## config.mk

```make
export PLATFORM = sky130hd
export DESIGN_NAME = pp_cfg_unlock
export DESIGN_NICKNAME = d
export VERILOG_FILES = /design/src/rtl/ppcfg_pkg.sv /design/src/rtl/ppcfg_keyseq.sv /design/src/rtl/ppcfg_regs.sv /design/src/rtl/ppcfg_decode.sv /design/src/rtl/pp_cfg_unlock.sv
export SDC_FILE = /design/constraint.sdc
export NUM_CORES = 1
export LEC_CHECK = 0
export BUFFER_PORTS_ARGS = -buffer_cell sky130_fd_sc_hd__buf_2
export CORE_UTILIZATION = 35
export DETAILED_ROUTE_END_ITERATION = 8
export PLACE_DENSITY = 0.71
export SYNTH_ARGS = -nofsm -noshare
export SYNTH_HDL_FRONTEND = slang
export SYNTH_SLANG_ARGS = --single-unit
```

## constraint.sdc

```tcl
create_clock -name clk -period 1.6 [get_ports clk]
set_input_delay 0.32 -clock clk [delete_from_list [all_inputs] [get_ports clk]]
set_output_delay 0.32 -clock clk [all_outputs]
set_load 0.01 [all_outputs]
```

## src/rtl/ppcfg_pkg.sv

```systemverilog
package ppcfg_pkg;

    localparam int unsigned PP_DW = 8;

    // Address-select field encoding held in select register bits 1:0
    typedef enum logic [1:0] {
        SLOT_OFF  = 2'd0,
        SLOT_MONO = 2'd1,
        SLOT_PRI  = 2'd2,
        SLOT_SEC  = 2'd3
    } pp_slot_e;

    typedef struct packed {
        logic [PP_DW-1:0] index;
        logic [PP_DW-1:0] sel;
        logic [PP_DW-1:0] mode;
    } pp_regs_t;

endpackage

```

## src/rtl/ppcfg_keyseq.sv

```systemverilog
module ppcfg_keyseq #(
    parameter int unsigned       AW        = 16,
    parameter int unsigned       DW        = 8,
    parameter logic [AW-1:0]     IDX_ADDR  = 16'h03F0,
    parameter logic [AW-1:0]     DAT_ADDR  = 16'h03F1,
    parameter logic [DW-1:0]     OPEN_KEY  = 8'h55,
    parameter logic [DW-1:0]     CLOSE_KEY = 8'hAA,
    parameter int unsigned       KEY_COUNT = 2
) (
    input  logic          clk,
    input  logic          rst_n,
    input  logic          wr,
    input  logic [AW-1:0] addr,
    input  logic [DW-1:0] wdata,
    output logic          open_o,
    output logic          idx_ld_o,
    output logic          dat_wr_o
);

    localparam int unsigned     CW       = $clog2(KEY_COUNT + 1);
    localparam logic [CW-1:0]   FULL     = CW'(KEY_COUNT);
    localparam logic [CW-1:0]   ALMOST   = CW'(KEY_COUNT - 1);

    typedef struct packed {
        logic [CW-1:0] cnt;
    } seq_t;

    seq_t seq_d, seq_q;
    logic hit_idx;
    logic is_open_key;
    logic is_close_key;

    assign hit_idx      = (addr == IDX_ADDR);
    assign is_open_key  = hit_idx && (wdata == OPEN_KEY);
    assign is_close_key = hit_idx && (wdata == CLOSE_KEY);

    always_comb begin
        seq_d = seq_q;
        if (wr) begin
            if (seq_q.cnt != FULL) begin
                seq_d.cnt = is_open_key ? seq_q.cnt + CW'(1) : '0;
            end else if (is_close_key) begin
                seq_d.cnt = '0;
            end
        end
    end

    always_ff @(posedge clk) begin
        if (!rst_n) seq_q <= '0;
        else        seq_q <= seq_d;
    end

    assign open_o   = (seq_q.cnt == FULL);
    assign idx_ld_o = wr && open_o && hit_idx && !is_close_key;
    assign dat_wr_o = wr && open_o && (addr == DAT_ADDR);

    p_cnt_bound_r10: assert property (@(posedge clk) disable iff (!rst_n)
        seq_q.cnt <= FULL);

    p_break_r3: assert property (@(posedge clk) disable iff (!rst_n)
        (wr && !open_o && !is_open_key) |=> (seq_q.cnt == '0));

    p_unlock_r2: assert property (@(posedge clk) disable iff (!rst_n)
        (wr && (seq_q.cnt == ALMOST) && is_open_key) |=> open_o);

    p_relock_r4: assert property (@(posedge clk) disable iff (!rst_n)
        (wr && open_o && is_close_key) |=> !open_o);

    p_stay_open_r10: assert property (@(posedge clk) disable iff (!rst_n)
        (open_o && !(wr && is_close_key)) |=> open_o);

endmodule

```

## src/rtl/ppcfg_regs.sv

```systemverilog
module ppcfg_regs
    import ppcfg_pkg::*;
#(
    parameter logic [PP_DW-1:0] SEL_IDX    = 8'h01,
    parameter logic [PP_DW-1:0] MODE_IDX   = 8'h04,
    parameter logic [PP_DW-1:0] SEL_RST    = 8'h9F,
    parameter logic [PP_DW-1:0] FIXED_ONES = 8'h84,
    parameter logic [PP_DW-1:0] SEL_KEEP   = 8'h0B,
    parameter logic [PP_DW-1:0] MODE_KEEP  = 8'h03
) (
    input  logic             clk,
    input  logic             rst_n,
    input  logic             idx_ld,
    input  logic             dat_wr,
    input  logic [PP_DW-1:0] wdata,
    output logic [PP_DW-1:0] index_o,
    output logic [PP_DW-1:0] sel_o,
    output logic [PP_DW-1:0] mode_o
);

    pp_regs_t regs_d, regs_q;

    always_comb begin
        regs_d = regs_q;
        if (idx_ld) begin
            regs_d.index = wdata;
        end
        if (dat_wr) begin
            if (regs_q.index == SEL_IDX) begin
                regs_d.sel = (wdata & SEL_KEEP) | FIXED_ONES;
            end else if (regs_q.index == MODE_IDX) begin
                regs_d.mode = wdata & MODE_KEEP;
            end
        end
    end

    always_ff @(posedge clk) begin
        if (!rst_n) begin
            regs_q.index <= '0;
            regs_q.sel   <= SEL_RST;
            regs_q.mode  <= '0;
        end else begin
            regs_q <= regs_d;
        end
    end

    assign index_o = regs_q.index;
    assign sel_o   = regs_q.sel;
    assign mode_o  = regs_q.mode;

    p_fixed_ones_r6: assert property (@(posedge clk) disable iff (!rst_n)
        (regs_q.sel & FIXED_ONES) == FIXED_ONES);

    p_mode_width_r8: assert property (@(posedge clk) disable iff (!rst_n)
        (regs_q.mode & ~MODE_KEEP) == '0);

    p_other_idx_r9: assert property (@(posedge clk) disable iff (!rst_n)
        (dat_wr && (regs_q.index != SEL_IDX) && (regs_q.index != MODE_IDX))
        |=> ($stable(regs_q.sel) && $stable(regs_q.mode)));

    p_no_data_r9: assert property (@(posedge clk) disable iff (!rst_n)
        !dat_wr |=> ($stable(regs_q.sel) && $stable(regs_q.mode)));

endmodule

```

## src/rtl/ppcfg_decode.sv

```systemverilog
module ppcfg_decode
    import ppcfg_pkg::*;
#(
    parameter int unsigned   AW        = 16,
    parameter logic [AW-1:0] BASE_MONO = 16'h03BC,
    parameter logic [AW-1:0] BASE_PRI  = 16'h0378,
    parameter logic [AW-1:0] BASE_SEC  = 16'h0278
) (
    input  logic [1:0]    slot,
    output logic [AW-1:0] base_o,
    output logic          en_o
);

    pp_slot_e slot_e;
    assign slot_e = pp_slot_e'(slot);

    always_comb begin
        en_o   = 1'b1;
        base_o = '0;
        unique case (slot_e)
            SLOT_MONO: base_o = BASE_MONO;
            SLOT_PRI:  base_o = BASE_PRI;
            SLOT_SEC:  base_o = BASE_SEC;
            default:   en_o   = 1'b0;
        endcase
    end

endmodule

```

## src/rtl/pp_cfg_unlock.sv

```systemverilog
module pp_cfg_unlock
    import ppcfg_pkg::*;
#(
    parameter int unsigned        AW        = 16,
    parameter logic [AW-1:0]      IDX_ADDR  = 16'h03F0,
    parameter logic [AW-1:0]      DAT_ADDR  = 16'h03F1,
    parameter logic [PP_DW-1:0]   OPEN_KEY  = 8'h55,
    parameter logic [PP_DW-1:0]   CLOSE_KEY = 8'hAA,
    parameter int unsigned        KEY_COUNT = 2
) (
    input  logic             clk,
    input  logic             rst_n,
    input  logic             io_wr,
    input  logic [AW-1:0]    io_addr,
    input  logic [PP_DW-1:0] io_wdata,
    output logic             cfg_open,
    output logic [PP_DW-1:0] cfg_index,
    output logic [PP_DW-1:0] sel_reg,
    output logic [PP_DW-1:0] mode_reg,
    output logic [AW-1:0]    port_base,
    output logic             port_en
);

    logic idx_ld;
    logic dat_wr;

    ppcfg_keyseq #(
        .AW       (AW),
        .DW       (PP_DW),
        .IDX_ADDR (IDX_ADDR),
        .DAT_ADDR (DAT_ADDR),
        .OPEN_KEY (OPEN_KEY),
        .CLOSE_KEY(CLOSE_KEY),
        .KEY_COUNT(KEY_COUNT)
    ) u_keyseq (
        .clk     (clk),
        .rst_n   (rst_n),
        .wr      (io_wr),
        .addr    (io_addr),
        .wdata   (io_wdata),
        .open_o  (cfg_open),
        .idx_ld_o(idx_ld),
        .dat_wr_o(dat_wr)
    );

    ppcfg_regs u_regs (
        .clk    (clk),
        .rst_n  (rst_n),
        .idx_ld (idx_ld),
        .dat_wr (dat_wr),
        .wdata  (io_wdata),
        .index_o(cfg_index),
        .sel_o  (sel_reg),
        .mode_o (mode_reg)
    );

    ppcfg_decode #(
        .AW(AW)
    ) u_decode (
        .slot  (sel_reg[1:0]),
        .base_o(port_base),
        .en_o  (port_en)
    );

    p_en_base_r7: assert property (@(posedge clk) disable iff (!rst_n)
        port_en == (port_base != '0));

    p_closed_regs_r9: assert property (@(posedge clk) disable iff (!rst_n)
        !cfg_open |=> ($stable(sel_reg) && $stable(mode_reg)));

endmodule

```

# After elaboration in Yosys (flattened, before gate mapping)
# Cells that the tools add are included.
word_totals:
  n_memories: 0
  inputBits: 27
  mem_bits_rw: 0
  ff_bits: 16
  output_inout_bits: 42
  latch_bits: 0
  rom_bits: 0
op_classes:
  mul: 0
  eq_ne: 11
  bitwise_logic: 1
  n_mux: 5
  shifts: 0
  n_lt_le_gt_ge: 0
  n_reduce_logical: 12
  n_addsub: 1
  div: 0
ops:
  columns: ["cell", "count"]
  rows:
  - ["16-bit by 10-bit == test with 1-bit output (second input constant)", 2]
  - ["10-bit case mux with 3 select lines", 1]
  - ["8-bit by 1-bit == test with 1-bit output (second input constant)", 1]
  - ["8-bit by 3-bit == test with 1-bit output (second input constant)", 1]
  - ["8-bit by 7-bit == test with 1-bit output (second input constant)", 1]
  - ["8-bit == test (second input constant)", 1]
  - ["2-bit == test (second input constant)", 3]
  - ["1-bit logical AND", 6]
  - ["2-bit 2-to-1 mux", 3]
  - ["2-bit AND reduction", 2]
  - ["3-bit AND reduction", 1]
  - ["3-bit OR reduction", 1]
  - ["2-bit by 1-bit adder with 2-bit output (second input constant)", 1]
  - ["2-bit by 1-bit == test with 1-bit output (second input constant)", 1]
  - ["2-bit != test (second input constant)", 1]
  - ["2-bit nonzero test", 1]
  - ["1-bit zero test", 1]
  - ["1-bit 2-to-1 mux", 1]
  - ["1-bit inverter", 1]

# Longest topological paths before layout
# Gate-level depths: netlist (run 1).
logic_depth:
  word_depth: 4
  depth_mapped: 6

# Cells and area by module
# A second synthesis (run 1) with hierarchy kept.
unflattened:
  hier_cells: 120
  area_unflattened_um2: 1141.1
by_module_without_submodules:
  columns: ["module", "area_each_um2", "seq_area_each_um2", "cells_each", "n_inst"]
  rows:
  - ["ppcfg_regs", 684.4, 280.3, 67, 1]
  - ["ppcfg_keyseq", 284.0, 40.0, 31, 1]
  - ["ppcfg_decode", 172.7, 0.0, 22, 1]

# Worst setup path before layout (run 1)
# Ideal clock, no wire load.
synth_path:
  path_type: "register to register"
  start: "reg u_keyseq.seq_q[0] (netlist name)"
  end: "reg u_keyseq.seq_q[0] (netlist name)"
  path_slack_ns: -0.042
  setup_ns: 0.075
  path_stages_with_launch: 7
  required_ns: 1.525
  t_arrival_ns: 1.567
  period_less_slack_ns: 1.642
  cell_sequence: "dfxtp_1 -> inv_1 -> ha_1 -> nor4b_1 -> nand3_1 -> or4_1 -> o22ai_1"
synth_between:
  elab_chain_len: 3
  elab_cells_between_ends: 6
  cone_classes: "add/sub: 1; eq/ne: 1; mux: 2; reduce/logical: 2"
synth_rtl:
  columns: ["element", "line_no", "source"]
  rows:
  - ["start, declared", "ppcfg_keyseq.sv:28", "seq_t seq_d, seq_q;"]
  - ["start signal, assigned", "ppcfg_keyseq.sv:50", "else seq_q <= seq_d;"]
  - ["2-bit by 1-bit adder with 2-bit output or 2-bit != test (tied branches)", "ppcfg_keyseq.sv:41, ppcfg_keyseq.sv:40", null]
  - ["2-bit 2-to-1 mux or 2-bit nonzero test (tied branches)", null, null]
  - ["2-bit 2-to-1 mux or 2-bit AND reduction (tied branches)", null, null]
# Parallel ways exist; a longest one is shown, timed or not.
# A chain may end at the register's enable or synchronous reset.

# Final worst setup path (run 1)
# Ends and elaborated chain as after synthesis.

==> impl_metrics.json, run 1 <==
{
  "synth_cell_types": 28,
  "outcome": "finished with violations",
  "cp_max_fo": 3,
  "final_layout_size_suffix_gt1_share_pct": 48.6,
  "nNetsFinal": 206,
  "diodes": 0,
  "drtIter0Drc": 30,
  "antenna_found_initial": 0,
  "ys_top_cells_by_area": "dfxtp_1 31%, buf_4 16%, mux2i_1 12%, nand2_1 7.2%, ha_1 6.0%",
  "rsz0062_at_grt": "yes",
  "finalCriticalPeriod_ps": 1560,
  "crit_type": "flip-flop to flip-flop",
  "io_buffers": 50,
  "io_pins": 69,
  "synth_area_um2": 1050,
  "insertion_delay_ps": 300,
  "max_freq_mhz": 641,
  "ys_seq_area_share_pct": 30.5,
  "drv_cap": 0,
  "post-route-cell-area_um2": 1400,
  "numClockSinks": 16,
  "hold_class": "primary input to flip-flop",
  "hold_viol": 0,
  "cts_root_buffer": "clkbuf_4",
  "cp-end-kind": "flip-flop",
  "violations": "DRC",
  "antenna_left": 0,
  "area_delta_synth_final_pct": 33.0,
  "skew_ps": 8.12,
  "ir_drop_mv": 0.570,
  "ys_seq_elements": 16,
  "pwr_density_cell_nw_per_um2": 553,
  "required_ps": 1840,
  "grt.overflow.total": 0,
  "synth.largest_area_cell": "dfxtp_1",
  "placed_area_um2": 1290,
  "synth_top_area_share_pct": 30.5,
  "core_area_um2": 2810,
  "num_rows": 19,
  "grt_start_max_net_pins": 27,
  "start_kind": "flip-flop",
  "drc": 13,
  "grtUsageTotal_pct": 14.1,
  "p_leak_nw": 0.675,
  "totalPowerFinal_w": 0.000773,
  "gp_congestion": 0.769,
  "dp_hpwl_um": 1660,
  "wire_per_inst_um": 10.6,
  "synth.yosys.warnings": 0,
  "cts_buffers": 3,
  "cts_buffer_depth": 2,
  "layout_commonest_cell": "buf_2",
  "wl_um": 2160,
  "ff2ff_setup_slack_ps": 40,
  "grt_pass1_vias": 794,
  "avgViaCountPerCell": 4.50,
  "dr.pass1.iters": 6,
  "cts_tree": "yes",
  "die_area_um2": 3220,
  "final-setup-viol-count": 0,
  "num_vias": 919,
  "fin_crit_sh_pct": 97.5,
  "clkTransAtPathRegs_ps": 100,
  "postCtsHoldBufs": 0,
  "synth.avg_cell_area_um2": 8.75,
  "die_x_um": 56.8,
  "h-tree-depth": 1,
  "synthCells": 120,
  "start_util_pct": 37.4,
  "die_y_um": 56.8,
  "drv_slew": 0,
  "final_cell_mix": "49 x buf_2, 20 x nand2_1, 18 x conb_1",
  "grt_pass1_wl_um": 3500,
  "arrival_ps": 1800
}
per-layer routing:
metal  track usage, %  up-vias  share of wire (%)  wire, um
met5                0        -                  0         0
met4             8.36        0                2.5        55
met3             3.23        5                7.5       163
met2             20.9       41                 46       986
met1             18.4      403                 44       958
li1                 -      470                  -         -
logic make-up after synthesis:
| group | after synthesis | share of synthesized area [%] |
|---|---|---|
| adders and majority gates | 5 | 5.96 |
| other | 2 | 0.715 |
| muxes | 13 | 12.4 |
| DFF | 16 | 30.5 |
| and+or+nand+nor | 46 | 27.4 |
| buffers and inverters | 34 | 20.6 |
| AOI/OAI and AO/OA | 4 | 2.38 |
synthesized netlist by cell type, drive strengths merged:
master / number
nor2: 2
nor4bb: 1
buf: 25
nand2: 20
nand4: 3
nor4b: 3
ha: 5
o22ai: 2
dfxtp: 16
conb: 2
or4b: 1
nor4: 3
and4b: 2
mux2i: 13
nand3: 1
a21boi: 1
nor2b: 6
clkbuf: 2
or2: 1
or4: 1
or4bb: 1
inv: 7
o21ai: 1
nor3: 1
flip-flops by register name, indices dropped and copies added (netlist names):
register and count:
u_regs.index_o 8, u_regs.sel_o 4, u_keyseq.seq_q 2, u_regs.mode_o 2
critical path, stage by stage (launching register included):
cell and delay (ps):
dfxtp_2 340, inv_2 40, ha_4 160, nor4b_4 250, nand3_1 100, or4_4 430
o22ai_2 160
final timing paths:
path / depth (start not counted) / startpoint / end
hold reg to reg: 2 / u_regs.sel_o[4]$_SDFFE_PN1P_ / u_regs.sel_o[4]$_SDFFE_PN1P_
hold / removal: 3 / io_wdata[5] / u_regs.index_o[5]$_SDFFE_PN0P_
setup / recovery: 6 / u_keyseq.seq_q[0]$_SDFFE_PN0P_ / u_keyseq.seq_q[0]$_SDFFE_PN0P_
setup reg to reg: 6 / u_keyseq.seq_q[0]$_SDFFE_PN0P_ / u_keyseq.seq_q[0]$_SDFFE_PN0P_
power breakdown:
part / leakage (nW) / total [W] / internal [W] / switching (W)
clock network: 0.0210 / 0.000277 / 0.000139 / 0.000138
logic: 0.524 / 0.0000977 / 0.0000425 / 0.0000553
registers: 0.130 / 0.000398 / 0.000398 / 0.000000000000819
total: 0.675 / 0.000773 / 0.000579 / 0.000193
what timing repair did:
action,CTS,global route
pin swaps,0,7
setup buffers,1,0
gates resized for setup,4,12
setup endpoints to repair,1,19
layout make-up:
type | count | area, um^2
clock buffer | 4 | 36.3
fill | 292 | 1410
inverter | 7 | 26.3
multi-input combinational | 86 | 637
sequential | 16 | 327
tap | 31 | 38.8
timing repair buffer | 60 | 332
through the flow:
stage / setup WS, ps / hold WS [ps] / utilization [%] / setup TNS, ps / cells
floorplan: 38.3 / 453 / - / 0 / 136
global placement: -146 / 454 / 46.0 / -979 / 199
detailed placement: -163 / 462 / 46.0 / -1120 / 199
CTS: 12.0 / 277 / 47.9 / 0 / 204
global route: -87.8 / 289 / 49.8 / -149 / 204
finish: 40.7 / 282 / 49.8 / 0 / 204
No activity file was read; power rests on OpenSTA's default activity.
==> run 2: changes to the inputs <==
- CELL_PAD_IN_SITES_DETAIL_PLACEMENT: unset -> 0
- CELL_PAD_IN_SITES_GLOBAL_PLACEMENT: unset -> 1
- CORE_UTILIZATION: 35 -> 26
- PLACE_DENSITY: 0.71 -> unset
- PLACE_DENSITY_LB_ADDON: unset -> 0.1
==> impl_metrics.json, run 2 (synthesized netlist as in run 1, its figures left out) <==
{
  "postCtsHoldBufs": 0,
  "cts_tree": "yes",
  "drv_cap": 0,
  "fin_util_pct": 38.6,
  "avgViaCountPerCell": 4.21,
  "start_kind": "flip-flop",
  "finalCriticalPeriod_ps": 1550,
  "pwr-share-seq_pct": 45.7,
  "area_delta_synth_final_pct": 38.6,
  "start_util_pct": 27.8,
  "seq_area_um2": 327,
  "ir_drop_mv": 0.213,
  "die_area_um2": 4300,
  "cts_buffer_depth": 2,
  "die_x_um": 65.5,
  "hold_viol": 0,
  "grtUsageTotal_pct": 13.0,
  "p_clk_share_pct": 43.0,
  "layout_commonest_cell": "buf_2",
  "h-tree-depth": 1,
  "largest_reg_flops": 8,
  "drtIter0Drc": 7,
  "cts_buffers": 3,
  "die_y_um": 65.5,
  "hold_path.startpoint": "io_wdata[4]",
  "required_ps": 1750,
  "pwr_density_cell_nw_per_um2": 596,
  "num_rows": 22,
  "rsz0062_at_grt": "yes",
  "dp_hpwl_um": 2020,
  "cp_max_fo": 3,
  "p_switching_w": 0.000210,
  "intPower_w": 0.000657,
  "fin_crit_sh_pct": 96.9,
  "insertion_delay_ps": 260,
  "nNetsFinal": 208,
  "drc": 0,
  "wl_um": 2580,
  "final_cell_mix": "49 x buf_2, 20 x nand2_1, 18 x conb_1",
  "crit_type": "flip-flop to flip-flop",
  "r2r_start": "u_regs.index_o[1]$_SDFFE_PN0P_",
  "p_leak_nw": 0.694,
  "gp_congestion": 0.693,
  "drt-met1-wl_um": 1120,
  "p_comb_share_pct": 11.2,
  "grt_pass1_wl_um": 4130,
  "antenna_found_initial": 0,
  "io_pins": 69,
  "max_freq_mhz": 645,
  "cp-end-kind": "flip-flop",
  "wire_per_inst_um": 11.6,
  "timing.critical_path.from": "u_regs.index_o[1]$_SDFFE_PN0P_",
  "cts_root_buffer": "clkbuf_8",
  "antenna_left": 0,
  "clkTransAtPathRegs_ps": 70,
  "arrival_ps": 1700,
  "multi_input_area_um2": 641,
  "numClockSinks": 16,
  "highest_layer": "met4",
  "setup_tns_ps": 0,
  "core_area_um2": 3770,
  "skew_ps": 1.73,
  "dr.pass1.iters": 4,
  "num_vias": 939,
  "outcome": "finished clean",
  "final-setup-viol-count": 0,
  "hold_class": "primary input to flip-flop",
  "met3_wirelength_um": 106,
  "grt_pass1_vias": 900,
  "diodes": 0,
  "grt.overflow.total": 0,
  "wl_met2_um": 1290,
  "grt_start_max_net_pins": 27,
  "io_buffers": 50,
  "sw_frac_of_total_pct": 24.2,
  "totalPowerFinal_w": 0.000867,
  "final_layout_size_suffix_gt1_share_pct": 48.0,
  "drv_slew": 0,
  "fillers": 397
}
## run 2: cell count changes in the layout (fill, tap and decap cells not counted), moves of 2 or more
cell	before	now
buf_4	10	12
dfxtp_2	5	2
dfxtp_1	11	13
clkbuf_4	3	0
clkbuf_8	1	4
## run 2: path summary, 6_finish.rpt
check                                                       to  slack, ps  cells past startpoint
worst min register to register    u_regs.sel_o[4]$_SDFFE_PN1P_        460                      2
worst min-delay path            u_regs.index_o[4]$_SDFFE_PN0P_        320                      3
worst max-delay path             u_regs.mode_o[0]$_SDFFE_PN0P_         50                      4
worst max register to register   u_regs.mode_o[0]$_SDFFE_PN0P_         50                      4
## run 2: per-stage QoR
| step | cells | hold WS (ps) | worst slack [ps] | cell area, um^2 |
|---|---|---|---|---|
| after floorplan | 136 | 453 | 38.3 | 1120 |
| after global placement | 218 | 453 | -165 | 1330 |
| final | 223 | 323 | 49.9 | 1460 |
| after global routing | 223 | 338 | -25.7 | 1460 |
| after detailed placement | 218 | 458 | -188 | 1330 |
| after CTS | 223 | 317 | 5.14 | 1400 |
## run 2: timing repair
| action | 4_1_cts | 5_1_grt |
|---|---|---|
| endpoints found under the setup margin | 3 | 16 |
| pin swaps | 0 | 4 |
| gates resized for setup | 4 | 11 |
| gates cloned | 0 | 0 |
| setup buffers | 1 | 0 |
## run 2: final cells by class
cell class / instances / share of cell area, %
well taps: 48 / 4.13
multi-input cells: 86 / 44.0
inverters: 7 / 1.81
repair buffers: 62 / 23.8
flip-flops and latches: 16 / 22.4
clock buffers: 4 / 3.78
## run 2: per-layer routing
| layer | vias up | track usage [%] |
|---|---|---|
| met3 | 5 | 1.56 |
| met4 | 0 | 8.15 |
| met1 | 430 | 15.1 |
| met5 | - | 0 |
| met2 | 33 | 22.4 |
| li1 | 471 | - |
## run 2: worst max-delay path, stage by stage, from the launching register on
cell	delay, ps
dfxtp_2	340
nor4_4	270
nand4_1	160
or4b_4	530
mux2i_1	130
## run 2: power groups by stage
stage	registers [W]	clock network [W]	logic, W
2_1_floorplan	0.000407	0	0.0000777
3_3_place_gp	0.000407	0	0.0000962
6_report	0.000396	0.000373	0.0000973
3_5_place_dp	0.000407	0	0.0000979
4_1_cts	0.000398	0.000389	0.0000983
5_1_grt	0.000396	0.000402	0.000109
